File: src/rtl/gdb_pkg.sv
package gdb_pkg;
  localparam int unsigned DATA_W    = 32;
  localparam int unsigned PRESC_W   = 24;
  localparam logic [7:0]  EN_OFF    = 8'h40;
  localparam logic [7:0]  PRESC_OFF = 8'h44;

  typedef enum logic [1:0] {
    SEL_NONE,
    SEL_EN,
    SEL_PRESC
  } reg_sel_e;
endpackage

File: src/rtl/gdb_sync.sv
module gdb_sync #(
  parameter int unsigned WIDTH  = 8,
  parameter int unsigned STAGES = 2
) (
  input  logic             clk_i,
  input  logic             rst_ni,
  input  logic [WIDTH-1:0] d_i,
  output logic [WIDTH-1:0] q_o
);
  logic [STAGES-1:0][WIDTH-1:0] pipe_q;

  always_ff @(posedge clk_i or negedge rst_ni) begin
    if (!rst_ni) begin
      pipe_q <= '0;
    end else begin
      pipe_q[0] <= d_i;
      for (int s = 1; s < STAGES; s++) pipe_q[s] <= pipe_q[s-1];
    end
  end

  assign q_o = pipe_q[STAGES-1];
endmodule

File: src/rtl/gdb_regs.sv
module gdb_regs
  import gdb_pkg::*;
#(
  parameter int unsigned NUM_LINES = 8,
  parameter int unsigned ADDR_W    = 8
) (
  input  logic                 clk_i,
  input  logic                 rst_ni,
  input  logic                 req_i,
  input  logic                 we_i,
  input  logic [ADDR_W-1:0]    addr_i,
  input  logic [DATA_W-1:0]    wdata_i,
  output logic [DATA_W-1:0]    rdata_o,
  output logic [NUM_LINES-1:0] en_o,
  output logic [PRESC_W-1:0]   presc_o,
  output logic                 presc_wr_o
);
  reg_sel_e             sel;
  logic [NUM_LINES-1:0] en_q;
  logic [PRESC_W-1:0]   presc_q;
  logic                 unused_wdata;

  always_comb begin
    if (addr_i == ADDR_W'(EN_OFF))         sel = SEL_EN;
    else if (addr_i == ADDR_W'(PRESC_OFF)) sel = SEL_PRESC;
    else                                   sel = SEL_NONE;
  end

  assign presc_wr_o = req_i && we_i && (sel == SEL_PRESC);

  always_ff @(posedge clk_i or negedge rst_ni) begin
    if (!rst_ni) begin
      en_q    <= '0;
      presc_q <= '0;
    end else if (req_i && we_i) begin
      if (sel == SEL_EN)    en_q    <= wdata_i[NUM_LINES-1:0];
      if (sel == SEL_PRESC) presc_q <= wdata_i[PRESC_W-1:0];
    end
  end

  always_comb begin
    rdata_o = '0;
    if (req_i && !we_i) begin
      unique case (sel)
        SEL_EN:    rdata_o = DATA_W'(en_q);
        SEL_PRESC: rdata_o = DATA_W'(presc_q);
        default:   rdata_o = '0;
      endcase
    end
  end

  assign unused_wdata = ^wdata_i[DATA_W-1:PRESC_W];
  assign en_o    = en_q;
  assign presc_o = presc_q;
endmodule

File: src/rtl/gdb_prescaler.sv
module gdb_prescaler
  import gdb_pkg::*;
(
  input  logic               clk_i,
  input  logic               rst_ni,
  input  logic [PRESC_W-1:0] presc_i,
  input  logic               restart_i,
  output logic               tick_o
);
  logic [PRESC_W-1:0] cnt_q;
  logic               every_clk;

  // 0 and 1 both mean one tick per clock
  assign every_clk = (presc_i <= PRESC_W'(1));
  assign tick_o    = !restart_i && (every_clk || (cnt_q == presc_i - PRESC_W'(1)));

  always_ff @(posedge clk_i or negedge rst_ni) begin
    if (!rst_ni)                          cnt_q <= '0;
    else if (restart_i || every_clk || tick_o) cnt_q <= '0;
    else                                  cnt_q <= cnt_q + PRESC_W'(1);
  end
endmodule

File: src/rtl/gdb_line_filter.sv
module gdb_line_filter #(
  parameter int unsigned STABLE_TICKS = 2
) (
  input  logic clk_i,
  input  logic rst_ni,
  input  logic en_i,
  input  logic tick_i,
  input  logic d_i,
  output logic q_o
);
  localparam int unsigned CNT_W = $clog2(STABLE_TICKS + 1);

  logic             lvl_q;
  logic [CNT_W-1:0] cnt_q;

  always_ff @(posedge clk_i or negedge rst_ni) begin
    if (!rst_ni) begin
      lvl_q <= 1'b0;
      cnt_q <= '0;
    end else if (!en_i) begin
      // track input so enabling starts from the current level
      lvl_q <= d_i;
      cnt_q <= '0;
    end else if (tick_i) begin
      if (d_i == lvl_q) begin
        cnt_q <= '0;
      end else if (cnt_q == CNT_W'(STABLE_TICKS - 1)) begin
        lvl_q <= d_i;
        cnt_q <= '0;
      end else begin
        cnt_q <= cnt_q + CNT_W'(1);
      end
    end
  end

  assign q_o = en_i ? lvl_q : d_i;
endmodule

File: src/rtl/gpio_debounce.sv
module gpio_debounce
  import gdb_pkg::*;
#(
  parameter int unsigned NUM_LINES    = 8,
  parameter int unsigned ADDR_W       = 8,
  parameter int unsigned SYNC_STAGES  = 2,
  parameter int unsigned STABLE_TICKS = 2
) (
  input  logic                 clk_i,
  input  logic                 rst_ni,
  input  logic                 req_i,
  input  logic                 we_i,
  input  logic [ADDR_W-1:0]    addr_i,
  input  logic [31:0]          wdata_i,
  output logic [31:0]          rdata_o,
  input  logic [NUM_LINES-1:0] gpio_i,
  output logic [NUM_LINES-1:0] raw_sync_o,
  output logic [NUM_LINES-1:0] filt_o
);
  logic [NUM_LINES-1:0] en_q;
  logic [PRESC_W-1:0]   presc_q;
  logic                 presc_wr;
  logic                 tick;
  logic [NUM_LINES-1:0] sync_lvl;

  gdb_regs #(.NUM_LINES(NUM_LINES), .ADDR_W(ADDR_W)) u_regs (
    .clk_i      (clk_i),
    .rst_ni     (rst_ni),
    .req_i      (req_i),
    .we_i       (we_i),
    .addr_i     (addr_i),
    .wdata_i    (wdata_i),
    .rdata_o    (rdata_o),
    .en_o       (en_q),
    .presc_o    (presc_q),
    .presc_wr_o (presc_wr)
  );

  gdb_sync #(.WIDTH(NUM_LINES), .STAGES(SYNC_STAGES)) u_sync (
    .clk_i  (clk_i),
    .rst_ni (rst_ni),
    .d_i    (gpio_i),
    .q_o    (sync_lvl)
  );

  gdb_prescaler u_presc (
    .clk_i     (clk_i),
    .rst_ni    (rst_ni),
    .presc_i   (presc_q),
    .restart_i (presc_wr),
    .tick_o    (tick)
  );

  for (genvar g = 0; g < NUM_LINES; g++) begin : g_line
    gdb_line_filter #(.STABLE_TICKS(STABLE_TICKS)) u_filt (
      .clk_i  (clk_i),
      .rst_ni (rst_ni),
      .en_i   (en_q[g]),
      .tick_i (tick),
      .d_i    (sync_lvl[g]),
      .q_o    (filt_o[g])
    );
  end

  assign raw_sync_o = sync_lvl;
endmodule

File: config.mk
export PLATFORM = sky130hd
export DESIGN_NAME = gpio_debounce
export DESIGN_NICKNAME = d
export VERILOG_FILES = /design/src/rtl/gdb_pkg.sv /design/src/rtl/gdb_sync.sv /design/src/rtl/gdb_regs.sv /design/src/rtl/gdb_prescaler.sv /design/src/rtl/gdb_line_filter.sv /design/src/rtl/gpio_debounce.sv
export SDC_FILE = /design/constraint.sdc
export NUM_CORES = 1
export LEC_CHECK = 0
export BUFFER_PORTS_ARGS = -buffer_cell sky130_fd_sc_hd__buf_2
export CAP_MARGIN = 20
export CORE_MARGIN = 3
export CORE_UTILIZATION = 40
export CTS_CLUSTER_DIAMETER = 120
export DETAILED_ROUTE_END_ITERATION = 8
export SYNTH_ARGS = -nofsm -noshare
export SYNTH_HDL_FRONTEND = slang
export SYNTH_SLANG_ARGS = --single-unit
File: constraint.sdc
create_clock -name clk_i -period 7 [get_ports clk_i]
set_clock_uncertainty 0.1 [all_clocks]
set_input_delay 1.4 -clock clk_i [delete_from_list [all_inputs] [get_ports clk_i]]
set_output_delay 1.4 -clock clk_i [all_outputs]
set_load 0.03 [all_outputs]
# Word-level counts from Yosys, hierarchy flattened
# Index checks and enable logic that the tools add are counted.
dict set report totals {
  regBits 96
  in_bits 52
  out_inout_bits 48
  wordCells 173
}
dict set report classes {
  addsub 10
  magnitude_cmp 1
  n_eq_ne 45
  mux 77
  reduce_logical 19
}
# operator n
set ops {}
lappend ops {{$mux 2} 34}
lappend ops {{$pmux 24 s2} 1}
lappend ops {{$mux 1} 40}
lappend ops {{$mux 32} 1}
lappend ops {{$ne 2x1->1 const B} 16}
lappend ops {{$add 24x1->24 const B} 1}
lappend ops {{$eq 24x24->1} 1}
lappend ops {{$le 24x1->1 const B} 1}
lappend ops {{$mux 24} 1}
lappend ops {{$reduce_and 3->1} 8}
lappend ops {{$sub 24x1->24 const B} 1}
lappend ops {{$eq 2x1->1 const B} 9}
lappend ops {{$add 2x1->2 const B} 8}
lappend ops {{$eq 8x7->1 const B} 2}
lappend ops {{$ne 2x2->1 const B} 8}
lappend ops {{$eq 1x1->1} 8}
lappend ops {{$logic_and 1x1->1} 4}
lappend ops {{$reduce_and 2->1} 2}
lappend ops {{$logic_or 1x1->1} 3}
lappend ops {{$eq 2x2->1 const B} 1}
lappend ops {{$logic_not 1->1} 2}

# Logic depth before layout (Yosys ltp)
# Gate-level depths: netlist (run 1).
dict set report logic_depth {
  word_depth 9
  mapped_depth 14
}

# Hierarchy
# From an unflattened synthesis (run 1), not the netlist that was laid out.
dict set report hier_totals {
  hier_cells 530
  hier_area_um2 5647.9
}
# mod instances cells_per_inst area_each_um2 seq_area_each_um2
set by_module_without_submodules {}
lappend by_module_without_submodules {gdb_prescaler 1 254 2210.9 600.6}
lappend by_module_without_submodules {gdb_regs 1 124 1665.3 800.8}
lappend by_module_without_submodules {gdb_line_filter 8 16 163.9 75.1}
lappend by_module_without_submodules {gdb_sync 1 24 460.4 400.4}

# Least setup slack after synthesis (run 1)
# No wires, ideal clock.
dict set report synth_timing {
  kind {input -> output}
  start {input addr_i[1]}
  end {output rdata_o[13]}
  arrival_time_ps 3229
  t_required_ps 5500
  path_slack_ps 2271
  cell_stages 7
  n_path_buf 2
  cell_sequence {or4_1 nor4_1 nand2b_1 clkbuf_1 nor2_1 clkbuf_1 and2_1}
}
dict set report synth_between {
  elab_chain_cells 6
}
# element line
set synth_lines {}
lappend synth_lines {{start, declared} gpio_debounce.sv:13} ;# input logic [ADDR_W-1:0] addr_i,
lappend synth_lines {{$eq 8x7->1} gdb_regs.sv:25} ;# else if (addr_i == ADDR_W'(PRESC_OFF)) sel = SEL_PRESC;
lappend synth_lines {{$mux 2} gdb_regs.sv:25}
lappend synth_lines {{$mux 2 (*)} gdb_regs.sv:24} ;# if (addr_i == ADDR_W'(EN_OFF)) sel = SEL_EN;
lappend synth_lines {{$eq 2x2->1 or $eq 2x1->1 (tied branches)} gdb_regs.sv:44} ;# unique case (sel)
lappend synth_lines {{$pmux 24 s2 (*)} gdb_regs.sv:44}
lappend synth_lines {{$mux 32 (*)} gdb_regs.sv:43} ;# if (req_i && !we_i) begin
lappend synth_lines {{end, declared} gpio_debounce.sv:15} ;# output logic [31:0] rdata_o,
# Mark *: on every way between the ends. The rest lies on a longest branch, timed or not.

# Final worst setup path (run 1)
dict set report layout_timing {
  start {input addr_i[1]}
  end {output rdata_o[19]}
}
# The elaborated chain is that of the path after synthesis.

==> metrics, run 1 <==
#FFs+latches synth 96; WP data arrival 3910 ps; clock power share 36.4%; share of layout cells above drive strength 1 28.1%; Sink Count 96; Total GRT Usage 16.0%; number of global-route vias before repair 3805; Die W 121 um; die area 14700 um2; Residual DRC 0; Area growth syn-to-layout 12.4%; CP Cell Sequence buf_2, or4_1, nor4_1, nand2b_1, nor2_1, and2_1, buf_2; Yosys warnings 0; Routed WL per cell 15.0 um; crit start category input port; ant diodes 0; internal power 0.897 mW; placed cells 726; min Tclk post-route 5410 ps; drt initial violations 157; maximum clock path buffer count 2; total number of vias 3881; Gate power share 15.9%; Hold Crit Depth 0; Primary FF master, synth dfrtp_1; largest net degree at the start of global routing 58; slowest stage delay, CP 790 ps; post-CTS setup buffer count 0; Synth area leader dfrtp_1; Flop pwr share 47.7%; r2r worst-path depth 9; Crit path depth 7; IO Port Bufs 83; vias per cell 5.24; sequential cell area fraction in the yosys report 45.1%; top cells by area, synth dfrtp_1 45%, mux2_2 10%, xnor2_1 4.9%; Worst-Skew Late Latency 350 ps; asr flop ratio synth 100%; CP max stage cell nor2_1; status finished, final reports clean; max cap viols 0; Hold Fails Final Rpt 0; Post-Syn Area per Cell 10.5 um2; Worst Hold Margin 249 ps; Crit Path Class in -> out; Resized cells post-CTS 0; synthesized instance count 509; Yosys cell types 56; most common cell after layout, fill and taps aside dfrtp_1; IO Pins 100; peak supply drop 203 uV; worst hold path type reg -> reg; pwr/cell area 210 nW/um2; worst rel slew slack 36.9%; Setup Viol. Count Final 0; Top delay family on crit path simple AND/OR/NAND/NOR gates; Core ar. 12800 um2; DR pass1 iterations 4; most frequent cells in the layout 96 x dfrtp_1, 82 x buf_2, 48 x mux2_2, 33 x nor3_1, 31 x nor2_1; Root Driver clkbuf_16; Routed Antenna Nets 0; CP Capture Type output pin; Pleak 2.78 nW; final wirelength 11.1 mm; final std cells w/o fill 741; Critical Path RT 5500 ps; synthesized area 5320 um2; initial antenna violation count 0; CP Max Fanout 16; Post-synth EDFFs 0; first-pass GRT wire length 18.5 mm; switching share of power 28.4%; FMAX 185 MHz; Inserted Clock Buffers 9; Slew @ Worst Pin 944 ps; Layout fillers 1242; switching pwr 0.356 mW; HPWL after detailed placement 8.09 mm; clock slew at the register clock pins of the worst setup and hold paths 60 ps; Synth top area share 45.1%; CTS tree built; FP Rows 41; RSZ-0062 raised after global routing no; routability cong. 0.836; total negative slack 0 ps; die height 121 um; final net count 620; Initial Util 41.5%; CTS H-tree lvls 3; Final Max Slew Viols 0; cts hold-fix bufs 0; most frequent CP cell buf_2; total gr overflow 0; period utilisation layout 77.3%; worst path buffer plus inverter count 2
power by group through the flow:
stage                     Combinational, mW  Clock [mW]  Sequential (mW)
after floorplan                       0.160           0            0.600
after global placement                0.195           0            0.607
after detailed placement              0.201           0            0.609
after CTS                             0.201       0.475            0.598
after global routing                  0.221       0.501            0.601
final                                 0.200       0.456            0.598
stage by stage:
stage	total power [mW]	utilization [%]	instance area (um2)	setup WS, ps
2_1_floorplan	0.760	-	5350	2270
3_3_place_gp	0.802	44.5	5710	1600
3_5_place_dp	0.809	44.5	5710	1530
4_1_cts	1.27	46.6	5980	1520
5_1_grt	1.32	46.6	5980	1350
6_report	1.25	46.6	5980	1590
routing by layer:
metal	vias to the layer above	global-route usage, %	part of all wire (%)	wire (um)
met5	-	0	0	0
met4	0	4.69	1.4	158
met1	1876	20.0	45	4990
li1	1883	-	-	-
met3	11	5.31	6.4	713
met2	111	26.4	47	5240
registers in the layout, summed over array words and instances, names as in the netlist:
name                 flops
g_line.u_filt.cnt_q     16
g_line.u_filt.lvl_q      8
u_presc.cnt_q           24
u_regs.en_o              8
u_regs.presc_o          24
u_sync.pipe_q            8
u_sync.q_o               8
worst paths after layout:
| check | endpoint | start | slack (ps) |
|---|---|---|---|
| worst max-delay path | rdata_o[19] | addr_i[1] | 1590 |
| worst min-delay path | u_sync.q_o[3]$_DFF_PN0_ | u_sync.pipe_q[3]$_DFF_PN0_ | 250 |
| worst max register to register | g_line[1].u_filt.lvl_q$_DFFE_PN0P_ | u_regs.presc_o[4]$_DFFE_PN0P_ | 3070 |
| worst min register to register | u_sync.q_o[3]$_DFF_PN0_ | u_sync.pipe_q[3]$_DFF_PN0_ | 250 |
| max in group asynchronous | g_line[6].u_filt.cnt_q[0]$_DFFE_PN0P_ | rst_ni | 4780 |
| min in group asynchronous | u_regs.presc_o[8]$_DFFE_PN0P_ | rst_ni | 930 |
cell usage after synthesis, types with 4 or more instances:
library cell and count:
nor2_1 31, xnor2_1 30, a21boi_1 4, inv_1 11
and3_1 5, or3_1 10, xor2_1 22, o21ai_0 16
buf_2 7, mux2_2 48, dfrtp_1 96, nand2_1 19
nor3_1 33, o211a_1 6, nand3_1 14, nand2b_1 14
buf_4 24, and2_1 17, nand4_1 8, nor4_1 9
or4_1 5, mux2i_1 10, clkbuf_1 14
kinds of logic after synthesis:
logic type      share of synthesized area, %
compound gates                          7.71
mux                                     12.0
xor+xnor                                8.56
simple gates                            19.5
flops                                   45.1
fa+ha+maj                              0.705
other cells                           0.0705
buf+inv                                 6.30
final cells by class:
cell class	instances	area (um2)	area share, %
clock buffer	11	243	4.06
clock inverter	4	28.8	0.481
inverter	11	41.3	0.690
multi-input combinational	361	2610	43.7
sequential	96	2400	40.2
tap	172	215	3.60
timing repair buffer	86	440	7.36
(Power assumes the default switching activity.)
==> inputs of run 2 (changes only) <==
Settings changed: ABC_AREA set to 1.
Clock period 7 ns to 5.04 ns, I/O delays scaled along.
==> metrics, run 2 <==
Post-Syn Area per Cell 7.11 um2 (-32%); synthesized instance count 863 (+70%); Routed WL per cell 13.9 um (-7.3%); #FFs+latches synth 96 (unchanged); sequential cell area fraction in the yosys report 39.2% (-6.0 points); r2r worst-path depth 15 (+6); DR pass1 iterations 4 (unchanged); most common cell after layout, fill and taps aside nand2_1; RSZ-0062 raised after global routing no; Initial Util 41.6% (+0.060 points); share of layout cells above drive strength 1 14.1% (-14 points); WP data arrival 2820 ps (-1090 ps); max cap viols 0 (unchanged); FMAX 255 MHz; total gr overflow 0 (unchanged); drt initial violations 402 (+160%); Pleak 3.37 nW (+21%); die area 16900 um2 (+14%); largest net degree at the start of global routing 52 (-10%); maximum clock path buffer count 2 (unchanged); Root Driver clkbuf_16; pwr/cell area 279 nW/um2 (+33%); worst rel slew slack 35.5% (-1.4 points); total number of vias 5486 (+41%); Yosys warnings 0 (unchanged); initial antenna violation count 0 (unchanged); met3 Resource Use GR 4.38% (-0.93 points); most frequent cells in the layout 226 x nand2_1, 114 x nor2_1, 101 x inv_1, 96 x dfrtp_1, 82 x buf_2; asr flop ratio synth 100% (unchanged); Storage cell area 2400 um2 (unchanged); status finished, final reports clean; Resized cells post-CTS 0 (unchanged); IO Port Bufs 83 (unchanged); Routed Antenna Nets 0 (unchanged); Hold Crit Depth 0 (unchanged); Sink Count 96 (unchanged); peak supply drop 152 uV (-25%); Yosys cell types 35 (-38%); global route hottest layer met2; crit start category input port; synth cell count leaders 226 x nand2_1, 114 x nor2_1, 101 x inv_1; period utilisation layout 77.9%; die height 130 um (+7.0%); Core ar. 14800 um2 (+15%); Place WS 1140 ps (-390 ps); Primary FF master, synth dfrtp_1; vias per cell 4.96 (-5.2%); Synth top area share 39.2% (-6.0 points); min Tclk post-route 3930 ps; Synth area leader dfrtp_1; Worst-Skew Late Latency 360 ps (about the same); Inserted Clock Buffers 9 (unchanged); Hold Fails Final Rpt 0 (unchanged); HPWL after detailed placement 11.6 mm (+44%); Total GRT Usage 18.6% (+2.6 points); post-layout util 46.2% (-0.41 points); Post-synth EDFFs 0 (unchanged); IO Pins 100 (unchanged); number of global-route vias before repair 4967 (+31%); CTS H-tree lvls 3 (unchanged); grt met1 use 26.8% (+6.9 points); routability cong. 0.864 (+3.3%); CP Max Fanout 9 (-7); worst r2r src u_regs.presc_o[0]$_DFFE_PN0P_; Setup Viol. Count Final 0 (unchanged); Layout fillers 1532 (+23%); worst hold path type reg -> reg; cts hold-fix bufs 0 (unchanged); startpoint of the worst hold path u_sync.pipe_q[7]$_DFF_PN0_; post-CTS setup buffer count 0 (unchanged); Crit Path Class in -> out; Residual DRC 0 (unchanged); ant diodes 0 (unchanged); clock slew at the register clock pins of the worst setup and hold paths 70 ps (about the same); final net count 971 (+57%); Die W 130 um (+7.0%); Final Max Slew Viols 0 (unchanged); setup ws final 1110 ps (-474 ps); area of the multi-input gates 3060 um2 (+17%); CTS tree built; cell with the most instances after synthesis nand2_1; crit path launch addr_i[5]; Area growth syn-to-layout 11.2%; Worst Hold Margin 246 ps (-3.00 ps); Critical Path RT 3930 ps (-1570 ps); final wirelength 15.3 mm (+38%); CP Capture Type output pin; Slew @ Worst Pin 965 ps (+21.9 ps); total negative slack 0 ps (unchanged); met2 GRT Util 28.9% (+2.5 points); synthesized area 6130 um2 (+15%); FP Rows 44 (+7.3%); first-pass GRT wire length 25.0 mm (+35%); top cells by area, synth dfrtp_1 39%, nand2_1 14%, nor2_1 7.0%
[run 2: changes by cell type in the layout (fill, tap and decap cells not counted), moves of 14 or more]
cell      delta
inv_1       +90
nor2_1      +83
nand2b_1    -14
mux2_2      -44
nand3_1     +47
nand2_1    +207
nand4_1     +26
a21oi_1     +25
and2_1      -17
[run 2: kinds of logic (layout without fill, tap and decap cells)]
| kind of cell | Yosys count | in the layout | synth area share, % |
|---|---|---|---|
| muxes | 4 | 4 | 0.734 |
| buffers and inverters | 154 | 205 | 11.5 |
| xor gates and xnor gates | 42 | 42 | 6.22 |
| adders and majority gates | 3 | 3 | 0.612 |
| DFF | 96 | 96 | 39.2 |
| and+or+nand+nor | 509 | 509 | 37.2 |
| AOI/OAI and AO/OA | 54 | 54 | 4.51 |
| other | 1 | 8 | 0.0612 |
[run 2: final cells by class]
class / count / area share, %
Sequential cell: 96 / 35.2
Tap cell: 184 / 3.37
Inverter: 103 / 5.67
Timing Repair Buffer: 86 / 6.46
Multi-Input combinational cell: 620 / 44.8
Clock inverter: 5 / 0.899
Clock buffer: 11 / 3.56
[run 2: routing by layer]
metal / vias to the layer above / routed length, um
met2: 126 / 6780
li1: 2824 / -
met5: - / 0
met4: 0 / 164
met3: 13 / 754
met1: 2523 / 7650
[run 2: path summary, 6_finish.rpt]
kind / end / slack (ps)
max: rdata_o[7] / 1110
min in group asynchronous: u_sync.q_o[2]$_DFF_PN0_ / 590
max in group asynchronous: g_line[4].u_filt.lvl_q$_DFFE_PN0P_ / 3210
min: u_sync.q_o[7]$_DFF_PN0_ / 250
min reg2reg: u_sync.q_o[7]$_DFF_PN0_ / 250
max reg2reg: g_line[6].u_filt.lvl_q$_DFFE_PN0P_ / 1850
[run 2: worst max-delay path, cell delays in order]
cell and delay (ps):
buf_2 90, nor4_1 420, inv_1 140, nor3_2 510, nand2_1 110, a21oi_1 270, buf_2 260
[run 2: report_power, final]
part / total [mW] / internal, mW / switching (mW)
combinational: 0.327 / 0.120 / 0.206
clock: 0.710 / 0.402 / 0.308
sequential: 0.868 / 0.813 / 0.0546
total: 1.91 / 1.34 / 0.569
[run 2: per-stage QoR]
step	power (mW)	cell area [um2]	cells
floorplan	1.12	6160	870
global placement	1.21	6520	1089
detailed placement	1.21	6520	1089
CTS	1.92	6820	1105
global route	2.01	6820	1105
finish	1.91	6820	1105
==> inputs of run 3 (changes only) <==
Clock period 5.04 ns to 3.84 ns, I/O delays scaled along.
==> metrics, run 3 (synthesis gave the netlist of run 2 again) <==
CP Max Fanout 16 (+7); FMAX 291 MHz; min Tclk post-route 3440 ps; total number of vias 5538 (+0.95%); final wirelength 15.4 mm (+0.51%); first-pass GRT wire length 25.9 mm (+3.8%); largest net degree at the start of global routing 76 (+46%); Setup Viol. Count Final 0 (unchanged); Placement Cell Area 6550 um2 (+0.46%); Resized cells post-CTS 0 (unchanged); Worst-Skew Late Latency 350 ps (about the same); Hold Path End u_sync.q_o[1]$_DFF_PN0_; drt initial violations 337 (-16%); max cap viols 0 (unchanged); WP data arrival 2570 ps (-250 ps); peak supply drop 215 uV (+42%); worst hold path type reg -> reg; Routed WL per cell 13.9 um (+0.15%); initial antenna violation count 0 (unchanged); Sink Count 96 (unchanged); pwr/cell area 368 nW/um2 (+32%); Hold Fails Final Rpt 0 (unchanged); r2r worst-path depth 17 (+2); FP Rows 44 (unchanged); routability cong. 0.851 (-1.4%); Pleak 3.40 nW (+0.74%); post-route cell area 6860 um2 (+0.59%); most common cell after layout, fill and taps aside nand2_1; FF-to-FF setup slack 680 ps (-1170 ps); Initial Util 41.6% (unchanged); RSZ-0062 raised after global routing no; IO Port Bufs 83 (unchanged); Area growth syn-to-layout 11.9%; worst rel slew slack 35.7% (+0.22 points); Slew @ Worst Pin 964 ps (-1.01 ps); Residual DRC 0 (unchanged); vias per cell 4.99 (+0.58%); maximum clock path buffer count 2 (unchanged); IO Pins 100 (unchanged); CP Capture Type output pin; most frequent cells in the layout 226 x nand2_1, 114 x nor2_1, 101 x inv_1, 96 x dfrtp_1, 82 x buf_2; Critical Path RT 2970 ps (-960 ps); Crit Path Class in -> out; CTS H-tree lvls 3 (unchanged); worst r2r src u_regs.presc_o[0]$_DFFE_PN0P_; clock slew at the register clock pins of the worst setup and hold paths 70 ps (about the same); Hold Crit Depth 0 (unchanged); setup ws final 401 ps (-713 ps); PnR Total Power 2.53 mW (+33%); DR pass1 iterations 5 (+1); Core ar. 14800 um2 (unchanged); reg2reg end g_line[1].u_filt.lvl_q$_DFFE_PN0P_; Place WS 439 ps (-700 ps); HPWL after detailed placement 11.7 mm (+0.80%); Worst Hold Margin 246 ps (+0.333 ps); status finished, final reports clean; Routed Antenna Nets 0 (unchanged); Total GRT Usage 19.2% (+0.54 points); die height 130 um (unchanged); final net count 975 (+0.41%); number of global-route vias before repair 5235 (+5.4%); period utilisation layout 89.6%; Final Max Slew Viols 0 (unchanged); total negative slack 0 ps (unchanged); cts hold-fix bufs 0 (unchanged); ant diodes 0 (unchanged); Root Driver clkbuf_16; Die W 130 um (unchanged); CTS tree built; startpoint of the worst hold path u_sync.pipe_q[1]$_DFF_PN0_; post-CTS setup buffer count 0 (unchanged); total gr overflow 0 (unchanged); share of layout cells above drive strength 1 14.6% (+0.48 points); Inserted Clock Buffers 9 (unchanged); die area 16900 um2 (unchanged); Layout fillers 1504 (-1.8%); crit start category input port
## run 3: cell count changes in the layout (fill, tap and decap cells not counted)
cell,change
clkbuf_1,-1
clkbuf_8,+1
buf_4,+4
## run 3: report_power, final
| part | total, mW | internal, mW | switching [mW] |
|---|---|---|---|
| Combinational | 0.428 | 0.160 | 0.268 |
| Sequential | 1.14 | 1.07 | 0.0737 |
| Clock | 0.956 | 0.546 | 0.410 |
## run 3: layer usage
metal	GRT usage, %	vias up	part of all wire [%]
met5	0	-	0
met4	5.81	0	1.8
met3	3.44	19	4.8
met2	29.8	146	44
met1	27.4	2538	49
li1	-	2835	-
## run 3: worst max-delay path by stage
stage,from,end,cells past startpoint
3_5_place_dp,addr_i[5],rdata_o[9],8
4_1_cts,addr_i[5],rdata_o[17],8
6_report,addr_i[5],rdata_o[20],8
2_1_floorplan,addr_i[1],rdata_o[12],5
3_3_place_gp,addr_i[5],rdata_o[8],8
5_1_grt,addr_i[5],rdata_o[20],8
## run 3: area by class of cell
class	instances	area [um2]	area share (%)
clock buffer	11	253	3.68
clock inverter	5	61.3	0.894
inverter	103	387	5.63
multi-input combinational	620	3060	44.6
sequential	96	2400	35.0
tap	184	230	3.36
timing repair buffer	90	470	6.86
## run 3: critical path, cell delays in order
cell,delay [ps]
buf_2,90
nor4_1,440
inv_1,140
nor3_2,140
buf_4,210
inv_1,270
nor3_1,260
buf_2,240
## run 3: through the flow
step | utilization, % | std cells
global placement | 44.4 | 1093
global route | 46.5 | 1109
detailed placement | 44.4 | 1093
CTS | 46.5 | 1109
floorplan | - | 870
finish | 46.5 | 1109
